--- src/rtl/pwl_pkg.sv ---
package pwl_pkg;

    // Register address width; the command byte adds one direction bit on top.
    localparam int unsigned ADDR_W = 7;
    localparam int unsigned DATA_W = ADDR_W + 1;

    typedef logic [DATA_W-1:0] byte_t;
    typedef logic [ADDR_W-1:0] addr_t;

    typedef enum logic [2:0] {
        LS_RESYNC = 3'd0,   // wait for the wire to go high after reset or a break
        LS_CMD    = 3'd1,   // collecting command bits
        LS_WDATA  = 3'd2,   // collecting write data bits
        LS_TURN   = 3'd3,   // quiet gap before the reply
        LS_REPLY  = 3'd4    // device drives the reply byte
    } link_state_e;

    typedef struct packed {
        logic  wr;
        addr_t addr;
    } cmd_t;

    // Counter width able to hold values 0..m.
    function automatic int cnt_w(input int m);
        return (m < 2) ? 1 : $clog2(m + 1);
    endfunction

    // Top bit picks the direction, the rest is the address.
    function automatic cmd_t decode_cmd(input byte_t b);
        cmd_t c;
        c.wr   = b[DATA_W-1];
        c.addr = b[ADDR_W-1:0];
        return c;
    endfunction

endpackage

--- src/rtl/pwl_line_mon.sv ---
module pwl_line_mon #(
    parameter int unsigned BREAK_CYC = 10000
) (
    input  logic clk,
    input  logic rst,
    input  logic line_i,
    output logic lvl_o,
    output logic fall_o,
    output logic rise_o,
    output logic brk_o
);
    localparam int BW = pwl_pkg::cnt_w(BREAK_CYC);
    localparam logic [BW-1:0] BRK_LAST = BW'(BREAK_CYC - 1);
    localparam logic [BW-1:0] BRK_SAT  = BW'(BREAK_CYC);

    logic s1_q, s2_q, s3_q;
    logic [BW-1:0] low_q;

    // Two-stage synchroniser plus one history stage for edge detection.
    always_ff @(posedge clk) begin
        if (rst) begin
            s1_q <= 1'b1;
            s2_q <= 1'b1;
            s3_q <= 1'b1;
        end else begin
            s1_q <= line_i;
            s2_q <= s1_q;
            s3_q <= s2_q;
        end
    end

    // Length of the current low period, saturating at the break threshold.
    always_ff @(posedge clk) begin
        if (rst || s2_q) begin
            low_q <= '0;
        end else if (low_q != BRK_SAT) begin
            low_q <= low_q + BW'(1);
        end
    end

    assign lvl_o  = s2_q;
    assign fall_o = s3_q & ~s2_q;
    assign rise_o = ~s3_q & s2_q;
    assign brk_o  = ~s2_q && (low_q == BRK_LAST);

    // one low period reports its break only once
    a_r2_break_once: assert property (@(posedge clk) disable iff (rst)
        brk_o |=> !brk_o);

endmodule

--- src/rtl/pwl_bit_rx.sv ---
module pwl_bit_rx #(
    parameter int unsigned SAMPLE_CYC = 5000
) (
    input  logic clk,
    input  logic rst,
    input  logic en_i,
    input  logic clr_i,
    input  logic lvl_i,
    input  logic fall_i,
    output logic bit_vld_o,
    output logic bit_val_o
);
    localparam int SW = pwl_pkg::cnt_w(SAMPLE_CYC);
    localparam logic [SW-1:0] SMP_LAST = SW'(SAMPLE_CYC - 1);

    logic          armed_q;
    logic [SW-1:0] cnt_q;

    always_ff @(posedge clk) begin
        if (rst) begin
            armed_q   <= 1'b0;
            cnt_q     <= '0;
            bit_vld_o <= 1'b0;
            bit_val_o <= 1'b0;
        end else begin
            bit_vld_o <= 1'b0;
            if (clr_i || !en_i) begin
                armed_q <= 1'b0;
                cnt_q   <= '0;
            end else if (fall_i) begin
                armed_q <= 1'b1;
                cnt_q   <= '0;
            end else if (armed_q) begin
                if (cnt_q == SMP_LAST) begin
                    armed_q   <= 1'b0;
                    bit_vld_o <= 1'b1;
                    bit_val_o <= lvl_i;   // low = 0, high = 1
                end else begin
                    cnt_q <= cnt_q + SW'(1);
                end
            end
        end
    end

    // at most one decoded bit per falling edge
    a_r3_one_bit_per_edge: assert property (@(posedge clk) disable iff (rst)
        bit_vld_o |=> !bit_vld_o);

endmodule

--- src/rtl/pwl_bit_tx.sv ---
module pwl_bit_tx #(
    parameter int unsigned DATA_W      = 8,
    parameter int unsigned TX_ONE_LOW  = 2000,
    parameter int unsigned TX_ZERO_LOW = 7000,
    parameter int unsigned TX_BIT_CYC  = 10000
) (
    input  logic              clk,
    input  logic              rst,
    input  logic              start_i,
    input  logic              abort_i,
    input  logic [DATA_W-1:0] data_i,
    output logic              pull_o,
    output logic              done_o
);
    localparam int CW = pwl_pkg::cnt_w(TX_BIT_CYC);
    localparam int IW = pwl_pkg::cnt_w(DATA_W - 1);
    localparam logic [CW-1:0] ONE_LAST  = CW'(TX_ONE_LOW - 1);
    localparam logic [CW-1:0] ZERO_LAST = CW'(TX_ZERO_LOW - 1);
    localparam logic [CW-1:0] BIT_LAST  = CW'(TX_BIT_CYC - 1);
    localparam logic [IW-1:0] IDX_LAST  = IW'(DATA_W - 1);

    logic              busy_q;
    logic [CW-1:0]     cnt_q;
    logic [IW-1:0]     idx_q;
    logic [DATA_W-1:0] sh_q;
    logic [CW-1:0]     low_last;

    // Low length of the bit now on the wire.
    assign low_last = sh_q[0] ? ONE_LAST : ZERO_LAST;

    always_ff @(posedge clk) begin
        if (rst) begin
            busy_q <= 1'b0;
            pull_o <= 1'b0;
            done_o <= 1'b0;
            cnt_q  <= '0;
            idx_q  <= '0;
            sh_q   <= '0;
        end else begin
            done_o <= 1'b0;
            if (abort_i) begin
                busy_q <= 1'b0;
                pull_o <= 1'b0;
            end else if (start_i) begin
                busy_q <= 1'b1;
                pull_o <= 1'b1;
                cnt_q  <= '0;
                idx_q  <= '0;
                sh_q   <= data_i;
            end else if (busy_q) begin
                if (cnt_q == BIT_LAST) begin
                    cnt_q <= '0;
                    if (idx_q == IDX_LAST) begin
                        busy_q <= 1'b0;
                        done_o <= 1'b1;
                        pull_o <= 1'b0;
                    end else begin
                        idx_q  <= idx_q + IW'(1);
                        sh_q   <= sh_q >> 1;    // LSB leaves first
                        pull_o <= 1'b1;
                    end
                end else begin
                    cnt_q <= cnt_q + CW'(1);
                    if (cnt_q == low_last) begin
                        pull_o <= 1'b0;
                    end
                end
            end
        end
    end

    // a low never outlasts the zero-bit length
    a_r7_low_bounded: assert property (@(posedge clk) disable iff (rst)
        pull_o |-> (cnt_q <= ZERO_LAST));

    // each bit frame releases the wire before the next one starts
    a_r7_release_before_frame_end: assert property (@(posedge clk) disable iff (rst)
        (busy_q && cnt_q == BIT_LAST) |-> !pull_o);

endmodule

--- src/rtl/pwl_slave.sv ---
module pwl_slave
    import pwl_pkg::*;
#(
    parameter int unsigned BREAK_CYC   = 10000,
    parameter int unsigned SAMPLE_CYC  = 5000,
    parameter int unsigned TURN_CYC    = 5000,
    parameter int unsigned TX_ONE_LOW  = 2000,
    parameter int unsigned TX_ZERO_LOW = 7000,
    parameter int unsigned TX_BIT_CYC  = 10000
) (
    input  logic              clk,
    input  logic              rst,
    input  logic              line_i,
    output logic              line_pull_o,
    input  logic              sleep_i,
    output logic              wake_o,
    output logic [ADDR_W-1:0] reg_addr_o,
    output logic              reg_wr_o,
    output logic [DATA_W-1:0] reg_wdata_o,
    output logic              reg_rd_o,
    input  logic [DATA_W-1:0] reg_rdata_i
);
    localparam int TW = cnt_w(TURN_CYC);
    localparam int BC = cnt_w(DATA_W - 1);
    localparam logic [TW-1:0] TURN_LAST = TW'(TURN_CYC - 1);
    localparam logic [BC-1:0] BIT_LAST  = BC'(DATA_W - 1);

    logic lvl, fall, rise, brk;
    logic rx_en, rx_vld, rx_bit;
    logic tx_start, tx_done;

    link_state_e   state_q;
    byte_t         sh_q;
    byte_t         byte_nx;
    logic [BC-1:0] bit_q;
    cmd_t          cmd_q;
    cmd_t          cmd_nx;
    logic [TW-1:0] turn_q;
    byte_t         rdata_q;
    byte_t         wdata_q;
    logic          wr_q, rd_q, wake_q;

    pwl_line_mon #(.BREAK_CYC(BREAK_CYC)) u_mon (
        .clk    (clk),
        .rst    (rst),
        .line_i (line_i),
        .lvl_o  (lvl),
        .fall_o (fall),
        .rise_o (rise),
        .brk_o  (brk)
    );

    assign rx_en = (state_q == LS_CMD) || (state_q == LS_WDATA);

    pwl_bit_rx #(.SAMPLE_CYC(SAMPLE_CYC)) u_rx (
        .clk       (clk),
        .rst       (rst),
        .en_i      (rx_en),
        .clr_i     (brk),
        .lvl_i     (lvl),
        .fall_i    (fall),
        .bit_vld_o (rx_vld),
        .bit_val_o (rx_bit)
    );

    pwl_bit_tx #(
        .DATA_W      (DATA_W),
        .TX_ONE_LOW  (TX_ONE_LOW),
        .TX_ZERO_LOW (TX_ZERO_LOW),
        .TX_BIT_CYC  (TX_BIT_CYC)
    ) u_tx (
        .clk     (clk),
        .rst     (rst),
        .start_i (tx_start),
        .abort_i (brk),
        .data_i  (rdata_q),
        .pull_o  (line_pull_o),
        .done_o  (tx_done)
    );

    // Incoming bits enter at the top, so the first bit ends up as bit 0.
    assign byte_nx = {rx_bit, sh_q[DATA_W-1:1]};
    assign cmd_nx  = decode_cmd(byte_nx);

    always_ff @(posedge clk) begin
        if (rst) begin
            state_q  <= LS_RESYNC;
            sh_q     <= '0;
            bit_q    <= '0;
            cmd_q    <= '0;
            turn_q   <= '0;
            rdata_q  <= '0;
            wdata_q  <= '0;
            wr_q     <= 1'b0;
            rd_q     <= 1'b0;
            tx_start <= 1'b0;
        end else begin
            wr_q     <= 1'b0;
            rd_q     <= 1'b0;
            tx_start <= 1'b0;
            if (rd_q) begin
                rdata_q <= reg_rdata_i;          // capture during the strobe
            end
            if (brk) begin
                state_q <= LS_RESYNC;            // break wins
                bit_q   <= '0;
            end else begin
                unique case (state_q)
                    LS_RESYNC: begin
                        bit_q <= '0;
                        if (lvl) state_q <= LS_CMD;
                    end
                    LS_CMD: begin
                        if (rx_vld) begin
                            sh_q  <= byte_nx;
                            bit_q <= bit_q + BC'(1);
                            if (bit_q == BIT_LAST) begin
                                cmd_q <= cmd_nx;
                                if (cmd_nx.wr) begin
                                    state_q <= LS_WDATA;
                                end else begin
                                    state_q <= LS_TURN;
                                    rd_q    <= 1'b1;
                                    turn_q  <= '0;
                                end
                            end
                        end
                    end
                    LS_WDATA: begin
                        if (rx_vld) begin
                            sh_q  <= byte_nx;
                            bit_q <= bit_q + BC'(1);
                            if (bit_q == BIT_LAST) begin
                                wdata_q <= byte_nx;
                                wr_q    <= 1'b1;
                                state_q <= LS_CMD;
                            end
                        end
                    end
                    LS_TURN: begin
                        if (!lvl) begin
                            turn_q <= '0;
                        end else if (turn_q == TURN_LAST) begin
                            tx_start <= 1'b1;
                            state_q  <= LS_REPLY;
                        end else begin
                            turn_q <= turn_q + TW'(1);
                        end
                    end
                    LS_REPLY: begin
                        bit_q <= '0;
                        if (tx_done) state_q <= LS_CMD;
                    end
                    default: state_q <= LS_RESYNC;
                endcase
            end
        end
    end

    // Wake request on either edge while asleep.
    always_ff @(posedge clk) begin
        if (rst) wake_q <= 1'b0;
        else     wake_q <= sleep_i & (fall | rise);
    end

    assign reg_addr_o  = cmd_q.addr;
    assign reg_wdata_o = wdata_q;
    assign reg_wr_o    = wr_q;
    assign reg_rd_o    = rd_q;
    assign wake_o      = wake_q;

    // write strobe lasts one cycle
    a_r5_wr_single: assert property (@(posedge clk) disable iff (rst)
        reg_wr_o |=> !reg_wr_o);

    // read strobe lasts one cycle
    a_r6_rd_single: assert property (@(posedge clk) disable iff (rst)
        reg_rd_o |=> !reg_rd_o);

    // a command is either a read or a write
    a_r4_wr_rd_exclusive: assert property (@(posedge clk) disable iff (rst)
        !(reg_wr_o && reg_rd_o));

    // a break releases the wire on the next cycle
    a_r8_break_releases: assert property (@(posedge clk) disable iff (rst)
        brk |=> !line_pull_o);

    // no write strobe right after a break
    a_r11_no_wr_after_break: assert property (@(posedge clk) disable iff (rst)
        brk |=> !reg_wr_o);

    // the wire is pulled only while replying
    a_r10_pull_only_reply: assert property (@(posedge clk) disable iff (rst)
        line_pull_o |-> (state_q == LS_REPLY));

    // no wake request unless asleep
    a_r9_wake_needs_sleep: assert property (@(posedge clk) disable iff (rst)
        wake_o |-> $past(sleep_i));

endmodule

--- config.mk ---
export PLATFORM = sky130hd
export DESIGN_NAME = pwl_slave
export DESIGN_NICKNAME = d
export VERILOG_FILES = /design/src/rtl/pwl_pkg.sv /design/src/rtl/pwl_line_mon.sv /design/src/rtl/pwl_bit_rx.sv /design/src/rtl/pwl_bit_tx.sv /design/src/rtl/pwl_slave.sv
export SDC_FILE = /design/constraint.sdc
export NUM_CORES = 1
export LEC_CHECK = 0
export BUFFER_PORTS_ARGS = -buffer_cell sky130_fd_sc_hd__buf_2
export CAP_MARGIN = 20
export CORE_UTILIZATION = 55
export CTS_CLUSTER_DIAMETER = 200
export DETAILED_ROUTE_END_ITERATION = 6
export PLACE_DENSITY = 0.73
export SLEW_MARGIN = 20
export SYNTH_ARGS = -nofsm -noshare
export SYNTH_HDL_FRONTEND = slang
export SYNTH_SLANG_ARGS = --single-unit
--- constraint.sdc ---
create_clock -name clk -period 2.75 [get_ports clk]
set_clock_uncertainty 0.15 [all_clocks]
set_input_delay 0 -clock clk [delete_from_list [all_inputs] [get_ports clk]]
set_output_delay 0 -clock clk [all_outputs]
set_load 0.01 [all_outputs]
==> flow_metrics.py, run 1 <==
metrics = {
    "worst_setup_path": {
        "crit_path_max_fanout": 16,
        "required_ps": 3000,
        "r2r_cells": 5,
        "setup.worst_path.end_class": "flop",
        "cp_data_arrival_time_ps": 2620,
        "worstSetupPathType": "flop to flop",
        "start_kind": "flop",
    },
    "place": {
        "portBuffers": 30,
        "dp_hpwl_mm": 7.33,
        "dp_cells": 686,
        "routabilityCongestion": 0.883,
        "place_area_sq_mm": 0.00537,
    },
    "clocking": {
        "cts_tree": "yes",
        "cts-htree-levels": 4,
        "cts_max_path_buffers": 2,
        "ctsResizeCount": 0,
        "clk_latency_ps": 520,
        "cts_root_buf": "clkbuf_8",
        "hold_buffers": 15,
        "clock-sinks": 114,
        "post_cts_buffers": 0,
        "clk_pin_slew_ps": 60,
        "cts_inserted_buffers": 17,
    },
    "synth": {
        "synth_area_leaders": "dfxtp_1, mux2i_1, nor2_1, xor2_1, nand2_1",
        "synthesis.nets": 585,
        "yosysTopAreaCellShare": 0.443,
        "synth_edf_count": 0,
        "yosys_warnings": 0,
        "syn_area_sq_mm": 0.00515,
        "synth-seq-area-share": 0.443,
        "synth_ff_type": "dfxtp_1",
        "async_flop_share": 0,
        "synth.avg_cell_area_sq_um": 9.15,
        "synth_top_area_cell": "dfxtp_1",
        "netlist_instances": 563,
        "synth.ff_latch_count": 114,
        "synth_cell_types": 68,
    },
    "power": {
        "clockPowerShare": 0.557,
        "pwr-share-seq": 0.425,
        "p_sw_w": 0.000888,
        "leakage_nw": 2.34,
        "irDropWorstVdd_v": 0.000497,
        "cell_internal_pwr_w": 0.00302,
        "combPwrFrac": 0.018,
        "p_per_area_mw_per_mm2": 640,
        "power.share.switching": 0.227,
    },
    "final_layout": {
        "fin_util": 0.688,
        "final_nets": 634,
        "finalInstanceArea_sq_mm": 0.00611,
        "fin_cells": 733,
        "num_antenna_cells": 0,
        "drive_above_1_share": 0.150,
        "area_growth_pct": 18.6,
    },
    "global_routing": {
        "antenna_found_initial": 0,
        "grt_pass1_vias": 4130,
        "grt_pass1_wl_mm": 19.0,
        "grt.busiest_layer": "met2",
        "met1_usage": 0.303,
        "grtUsageMet2": 0.410,
        "grtUsageTotal": 0.245,
        "grt_use_met3": 0.0645,
        "grt_max_degree": 47,
        "gr-total-overflow": 0,
    },
    "floorplanning": {
        "initial_utilization": 0.580,
        "die_h_um": 98.8,
        "coreArea_sq_mm": 0.00889,
        "die-area_sq_mm": 0.00976,
        "dieWidth_um": 98.8,
        "core.rowCount": 34,
        "ios": 31,
    },
    "sta": {
        "rsz0062_at_grt": "false",
        "slew_violations": 0,
        "setup_tns_ps": 0,
        "setup_viol": 0,
        "worst_slew_pin_slew_ps": 666,
        "fmax_mhz": 422,
        "fin_crit_sh": 0.862,
        "finalWorstPathRequiredPeriod_ps": 2370,
        "maxSlewHeadroom": 0.552,
        "hold_viol_final": 0,
    },
    "routing": {
        "vias_per_cell": 5.86,
        "wl_per_cell_um": 15.3,
        "postRouteAntennaNets": 0,
        "wirelength_mm": 11.2,
        "drt_iter0_drc": 245,
        "dr.pass1.iters": 5,
        "route.detailed.drc": 0,
        "num_vias": 4294,
    },
    "status": {
        "status": "complete, no violations",
    },
    "worst_hold_path": {
        "holdCritPathClass": "input pin to flop",
        "min_path_cells": 3,
    },
    "job": {
        "max-cap-violations": 0,
    },
}
==> stage by stage <==
step | total power [W] | hold slack, ps | setup slack (ps)
6_report | 0.00391 | 61.2 | 380
2_1_floorplan | 0.00174 | -46.2 | 559
3_5_place_dp | 0.00176 | 35.2 | 371
4_1_cts | 0.00395 | 33.1 | 371
3_3_place_gp | 0.00175 | 34.3 | 437
5_1_grt | 0.00404 | 45.9 | 185
==> cell type report <==
cell class / count / area, sq um
well taps: 108 / 135
inverters: 9 / 33.8
repair buffers: 54 / 368
flip-flops and latches: 114 / 2280
clock inverters: 14 / 165
multi-input cells: 416 / 2700
clock buffers: 18 / 428
fillers: 698 / 2780
==> synthesized netlist by cell type (2+ instances only) <==
cell type,count
a211oi_1,8
a21oi_1,13
a22o_1,2
a31oi_1,2
a41o_1,2
and2_1,3
and3_1,10
and4_1,5
and4b_2,2
buf_1,2
buf_2,3
buf_6,5
clkbuf_1,13
dfxtp_1,114
ha_1,10
inv_1,8
mux2i_1,40
nand2_1,37
nand2b_1,6
nand3_1,23
nand3b_1,3
nand4_1,18
nand4b_1,4
nor2_1,103
nor3_1,14
nor3b_1,3
nor4_1,6
nor4_4,2
nor4b_1,2
o21ai_0,13
o21ai_1,4
o31ai_1,3
o32ai_1,2
o41ai_1,3
or2_2,2
or3_1,3
or4_1,4
or4b_2,2
xnor2_1,15
xor2_1,21
==> metal layers <==
layer	vias up	wire [um]
li1	2110	-
met1	2056	5060
met2	104	5560
met3	24	423
met4	0	198
met5	-	0
==> cells by family after synthesis <==
logic type      after synthesis  share of synthesized area
simple gates                264                      0.270
flops                       114                      0.443
mux                          41                     0.0799
compound gates               65                     0.0891
xor+xnor                     36                     0.0612
fa+ha+maj                    10                     0.0243
buf+inv                      33                     0.0328
==> flip-flops by register name, indices dropped and copies added, names as in the netlist, 3 cells and up <==
signal       count
sh_q             7
u_rx.cnt_q      13
bit_q            3
u_tx.sh_q        8
rdata_q          8
reg_wdata_o      8
turn_q          13
u_mon.low_q     14
u_tx.idx_q       3
u_tx.cnt_q      14
reg_addr_o       7
state_q          3
==> layout by cell type (no fill, tap or decap), types with 3 or more instances in the layout <==
cell	Yosys	routed
a211oi_1	8	8
a21oi_1	13	13
and2_1	3	3
and3_1	10	10
and4_1	5	5
buf_2	3	30
buf_4	1	9
clkbuf_16	0	16
dfxtp_1	114	114
dlygate4sd3_1	0	15
ha_1	10	10
inv_1	8	8
inv_6	0	7
mux2i_1	40	40
nand2_1	37	37
nand2b_1	6	6
nand3_1	23	23
nand3b_1	3	3
nand4_1	18	18
nand4b_1	4	4
nor2_1	103	103
nor3_1	14	14
nor3b_1	3	3
nor4_1	6	6
o21ai_0	13	13
o21ai_1	4	4
o31ai_1	3	3
o41ai_1	3	3
or3_1	3	3
or4_1	4	4
xnor2_1	15	15
xor2_1	21	21
==> worst max-delay path, stage by stage, from the launching register on <==
cell and delay [ps]:
dfxtp_1 360, or4b_4 590, nor4_1 390, o21a_2 360, nor2_1 110, mux2_2 290
==> worst paths after layout <==
| path | from | endpoint | slack (ps) |
|---|---|---|---|
| max | u_tx.cnt_q[4] | u_tx.idx_q[0] | 380 |
| min | line_i | u_mon.s1_q | 60 |
| max reg2reg | u_tx.cnt_q[4] | u_tx.idx_q[0] | 380 |
| min reg2reg | u_mon.s1_q | u_mon.lvl_o | 270 |
==> power groups by stage <==
stage	clock (W)	sequential [W]	combinational [W]
3_5_place_dp	0	0.00170	0.0000581
5_1_grt	0.00230	0.00166	0.0000781
2_1_floorplan	0	0.00169	0.0000419
4_1_cts	0.00221	0.00166	0.0000707
3_3_place_gp	0	0.00170	0.0000562
6_report	0.00218	0.00166	0.0000718
Note: power is estimated with default switching activity, not from simulation.
==> run 2: changes to the inputs <==
- clock period: 2.75 -> 2.67 ns (I/O delays scaled with it)
==> run 2 against run 1 <==
- die area did not move
- via count rose by 0.72%
- first-iteration DRC count rose by 73%
- fmax rose by 0.40%
- utilization rose by 0.39 points
- non-clock buffer count rose by 6
- sequential power rose by 3%
- clock power barely moved
- sequential cell count did not move
- critical path type unchanged
==> flow_metrics.py, run 2 (same netlist as run 1, synthesis figures left out) <==
metrics = {
    "clocking": {
        "cts-htree-levels": 4,
        "clk_latency_ps": 510,
        "clk_pin_slew_ps": 60,
        "post_cts_buffers": 0,
        "cts_max_path_buffers": 2,
        "cts_root_buf": "clkbuf_8",
        "cts_tree": "yes",
        "cts_inserted_buffers": 17,
        "clock-sinks": 114,
    },
    "worst_setup_path": {
        "crit_path_max_fanout": 16,
        "required_ps": 2920,
        "setup.worst_path.end_class": "flop",
        "cp_data_arrival_time_ps": 2610,
        "start_kind": "flop",
        "worstSetupPathType": "flop to flop",
    },
    "final_layout": {
        "top_regs": "u_mon.low_q x14, u_tx.cnt_q x14",
        "area_growth_pct": 19.3,
        "final_cell_mix": "dfxtp_1, nor2_1, mux2i_1",
        "drive_above_1_share": 0.151,
        "final_nets": 640,
        "final_common_cell": "dfxtp_1",
        "num_antenna_cells": 0,
    },
    "global_routing": {
        "grt_pass1_wl_mm": 19.0,
        "grtUsageTotal": 0.244,
        "grt_pass1_vias": 4139,
        "antenna_found_initial": 0,
        "gr-total-overflow": 0,
        "grt_max_degree": 48,
    },
    "power": {
        "irDropWorstVdd_v": 0.000476,
        "leakage_nw": 2.37,
        "pwr-share-seq": 0.432,
        "power.share.switching": 0.224,
        "p_per_area_mw_per_mm2": 644,
        "cell_internal_pwr_w": 0.00307,
        "p_sw_w": 0.000888,
        "combPwrFrac": 0.019,
        "clockPowerShare": 0.549,
    },
    "place": {
        "dp_hpwl_mm": 6.90,
        "portBuffers": 30,
        "dp_slack_ps": 336,
        "routabilityCongestion": 0.943,
    },
    "sta": {
        "rsz0062_at_grt": "false",
        "fin_crit_sh": 0.884,
        "fin_ws_ps": 310,
        "setup_viol": 0,
        "slew_violations": 0,
        "maxSlewHeadroom": 0.652,
        "worst_slew_pin_slew_ps": 521,
        "fmax_mhz": 424,
        "finalWorstPathRequiredPeriod_ps": 2360,
        "setup_tns_ps": 0,
        "hold_viol_final": 0,
    },
    "floorplanning": {
        "die_h_um": 98.8,
        "ios": 31,
        "initial_utilization": 0.580,
        "coreArea_sq_mm": 0.00889,
        "die-area_sq_mm": 0.00976,
        "core.rowCount": 34,
        "dieWidth_um": 98.8,
    },
    "job": {
        "max-cap-violations": 0,
    },
    "routing": {
        "wirelength_mm": 11.0,
        "num_vias": 4325,
        "route.detailed.drc": 0,
        "dr.pass1.iters": 5,
        "drt_iter0_drc": 424,
        "vias_per_cell": 5.85,
        "wl_per_cell_um": 14.9,
        "postRouteAntennaNets": 0,
    },
    "worst_hold_path": {
        "holdCritPathClass": "input pin to flop",
    },
    "status": {
        "status": "complete, no violations",
    },
}
-- run 2: metal layers --
layer | part of all wire | up-vias | track usage
li1 | - | 2122 | -
met5 | 0 | - | 0
met4 | 0.019 | 0 | 0.117
met3 | 0.046 | 21 | 0.0610
met2 | 0.48 | 131 | 0.398
met1 | 0.45 | 2051 | 0.302
-- run 2: worst max-delay path, stage by stage, from the launching register on --
cell	delay (ps)
dfxtp_1	350
or4b_4	580
nor4_1	380
o21a_2	380
nor2_1	120
mux2_2	280
-- run 2: power by group through the flow --
stage	sequential, W	clock (W)	combinational (W)
floorplan	0.00174	0	0.0000431
global placement	0.00175	0	0.0000593
detailed placement	0.00175	0	0.0000601
CTS	0.00171	0.00221	0.0000726
global route	0.00171	0.00229	0.0000807
finish	0.00171	0.00218	0.0000736
-- run 2: metrics by stage --
step	area (sq um)	hold WS (ps)	utilization	power, W	instances
6_report	6150	59.5	0.692	0.00396	739
5_1_grt	6150	50.9	0.692	0.00409	739
4_1_cts	6150	48.4	0.692	0.00400	739
3_5_place_dp	5390	46.0	0.606	0.00181	688
3_3_place_gp	5390	32.8	0.606	0.00181	688
2_1_floorplan	5150	-46.2	-	0.00179	563
-- run 2: cell type report --
cell class | instances | area (sq um)
multi-input cells | 416 | 2700
inverters | 9 | 33.8
clock inverters | 14 | 155
repair buffers | 60 | 423
well taps | 108 | 135
flip-flops and latches | 114 | 2280
clock buffers | 18 | 418
fillers | 676 | 2740
-- run 2: what timing repair did --
action,4_1_cts,5_1_grt
hold buffers,19,0
endpoints found under the setup margin,0,0
hold endpoints to repair,49,0
resized for setup,0,0
-- run 2: worst paths after layout --
path | startpoint | endpoint | slack (ps) | cells past startpoint
worst max-delay path | u_tx.cnt_q[4] | u_tx.idx_q[0] | 310 | 5
worst min-delay path | line_i | u_mon.s1_q | 60 | 3
worst max register to register | u_tx.cnt_q[4] | u_tx.idx_q[0] | 310 | 5
worst min register to register | u_mon.s1_q | u_mon.lvl_o | 280 | 1
==> run 3: changes to the inputs <==
- CTS_BUF_LIST: default -> sky130_fd_sc_hd__clkbuf_16
==> run 3 against run 2 <==
- sequential power about the same
- via count down 1.5%
- final area down 1.1%
- sequential share of layout area is 0.42 points higher
- clock power is essentially flat
- die area did not move
- setup slack improved by 8.3 ps
- critical path type unchanged
- critical endpoint unchanged
- largest power group unchanged
- highest routed layer unchanged
==> flow_metrics.py, run 3 (same netlist as run 1, synthesis figures left out) <==
metrics = {
    "place": {
        "routabilityCongestion": 0.943,
        "portBuffers": 30,
        "dp_hpwl_mm": 6.90,
    },
    "worst_setup_path": {
        "required_ps": 2810,
        "setup.worst_path.end_class": "flop",
        "cp_data_arrival_time_ps": 2500,
        "cp-endpoint": "u_tx.idx_q[0]",
        "worstReg2RegStart": "u_tx.cnt_q[4]",
        "crit_path_max_fanout": 16,
        "r2r_cells": 5,
        "reg2reg_slack_ps": 320,
        "worstSetupPathType": "flop to flop",
        "crit_start": "u_tx.cnt_q[4]",
        "start_kind": "flop",
        "r2r_end": "u_tx.idx_q[0]",
    },
    "global_routing": {
        "gr-total-overflow": 0,
        "grtUsageTotal": 0.238,
        "antenna_found_initial": 0,
        "grt_max_degree": 48,
        "grt_pass1_wl_mm": 18.5,
        "grt_pass1_vias": 4044,
    },
    "floorplanning": {
        "core.rowCount": 34,
        "die-area_sq_mm": 0.00976,
        "die_h_um": 98.8,
        "coreArea_sq_mm": 0.00889,
        "ios": 31,
        "dieWidth_um": 98.8,
        "initial_utilization": 0.580,
    },
    "routing": {
        "route.detailed.drc": 0,
        "wirelength_mm": 10.6,
        "wl_per_cell_um": 14.5,
        "drt_iter0_drc": 337,
        "num_vias": 4260,
        "postRouteAntennaNets": 0,
        "dr.pass1.iters": 5,
        "vias_per_cell": 5.83,
    },
    "sta": {
        "finalWorstPathRequiredPeriod_ps": 2350,
        "fmax_mhz": 425,
        "rsz0062_at_grt": "false",
        "fin_crit_sh": 0.881,
        "setup_tns_ps": 0,
        "slew_violations": 0,
        "whs_ps": 164,
        "worst_slew_pin_slew_ps": 516,
        "maxSlewHeadroom": 0.655,
        "hold_viol_final": 0,
        "setup_viol": 0,
    },
    "final_layout": {
        "nFillCells": 696,
        "seqCellArea_sq_mm": 0.00228,
        "final_nets": 632,
        "final_cell_mix": "dfxtp_1, nor2_1, mux2i_1",
        "multi_input_area_sq_mm": 0.00270,
        "final_common_cell": "dfxtp_1",
        "area_growth_pct": 18.0,
        "top_regs": "u_mon.low_q x14, u_tx.cnt_q x14",
        "drive_above_1_share": 0.152,
        "num_antenna_cells": 0,
    },
    "clocking": {
        "cts_tree": "yes",
        "cts_max_path_buffers": 2,
        "clk_latency_ps": 410,
        "cts_root_buf": "clkbuf_16",
        "ctsResizeCount": 0,
        "post_cts_buffers": 0,
        "clk_pin_slew_ps": 60,
        "clock-sinks": 114,
        "cts-htree-levels": 4,
        "cts_inserted_buffers": 17,
    },
    "power": {
        "irDropWorstVdd_v": 0.000472,
        "p_per_area_mw_per_mm2": 656,
        "leakage_nw": 2.32,
    },
    "worst_hold_path": {
        "holdCritPathClass": "input pin to flop",
        "min_path_cells": 3,
    },
    "job": {
        "max-cap-violations": 0,
    },
    "status": {
        "status": "complete, no violations",
    },
}
==> run 3: cell count changes in the layout (fill, tap and decap cells not counted) <==
cell and delta:
inv_1 +1, dlygate4sd3_1 -8, clkbuf_1 -1, clkbuf_16 +1, clkbuf_8 -1
==> run 3: routing by layer <==
| layer | vias to the layer above | wire (um) | GRT usage |
|---|---|---|---|
| li1 | 2109 | - | - |
| met1 | 2012 | 4810 | 0.297 |
| met2 | 117 | 5010 | 0.377 |
| met3 | 22 | 552 | 0.0702 |
| met4 | 0 | 226 | 0.113 |
| met5 | - | 0 | 0 |
==> run 3: layout make-up <==
| class | instances | area share |
|---|---|---|
| flip-flops and latches | 114 | 0.375 |
| inverters | 9 | 0.00556 |
| repair buffers | 52 | 0.0564 |
| clock inverters | 15 | 0.0261 |
| well taps | 108 | 0.0222 |
| multi-input cells | 416 | 0.444 |
| clock buffers | 17 | 0.0700 |
==> run 3: worst max-delay path, cell delays in order, from the launching register on <==
cell and delay [ps]:
dfxtp_1 350, or4b_4 590, nor4_1 390, o21a_2 360, nor2_1 110, mux2_2 280
==> run 3: how the worst min path moves through the flow <==
stage,startpoint,endpoint,slack (ps)
floorplan,line_i,u_mon.s1_q,-50
finish,line_i,u_mon.s1_q,160
global route,line_i,u_mon.s1_q,160
CTS,line_i,u_mon.s1_q,160
global placement,line_i,u_mon.s1_q,30
detailed placement,line_i,u_mon.s1_q,50
==> run 3: per-stage QoR <==
step / power [W] / area, sq um / utilization / setup WS, ps / std cells
final: 0.00399 / 6080 / 0.684 / 318 / 731
after global routing: 0.00413 / 6080 / 0.684 / 156 / 731
after CTS: 0.00404 / 6080 / 0.684 / 330 / 731
after detailed placement: 0.00181 / 5390 / 0.606 / 336 / 688
after global placement: 0.00181 / 5390 / 0.606 / 396 / 688
after floorplan: 0.00179 / 5150 / - / 479 / 563
==> run 3: power breakdown <==
group | internal [W] | total, W | leakage, nW | switching [W]
logic | 0.0000291 | 0.0000730 | 1.12 | 0.0000439
registers | 0.00171 | 0.00171 | 0.919 | 0.00000563
clock network | 0.00138 | 0.00221 | 0.285 | 0.000828
==> run 3: what timing repair did <==
action                     CTS  global route
hold buffers                11             0
setup endpoints to repair    0             0
hold endpoints to repair    13             0
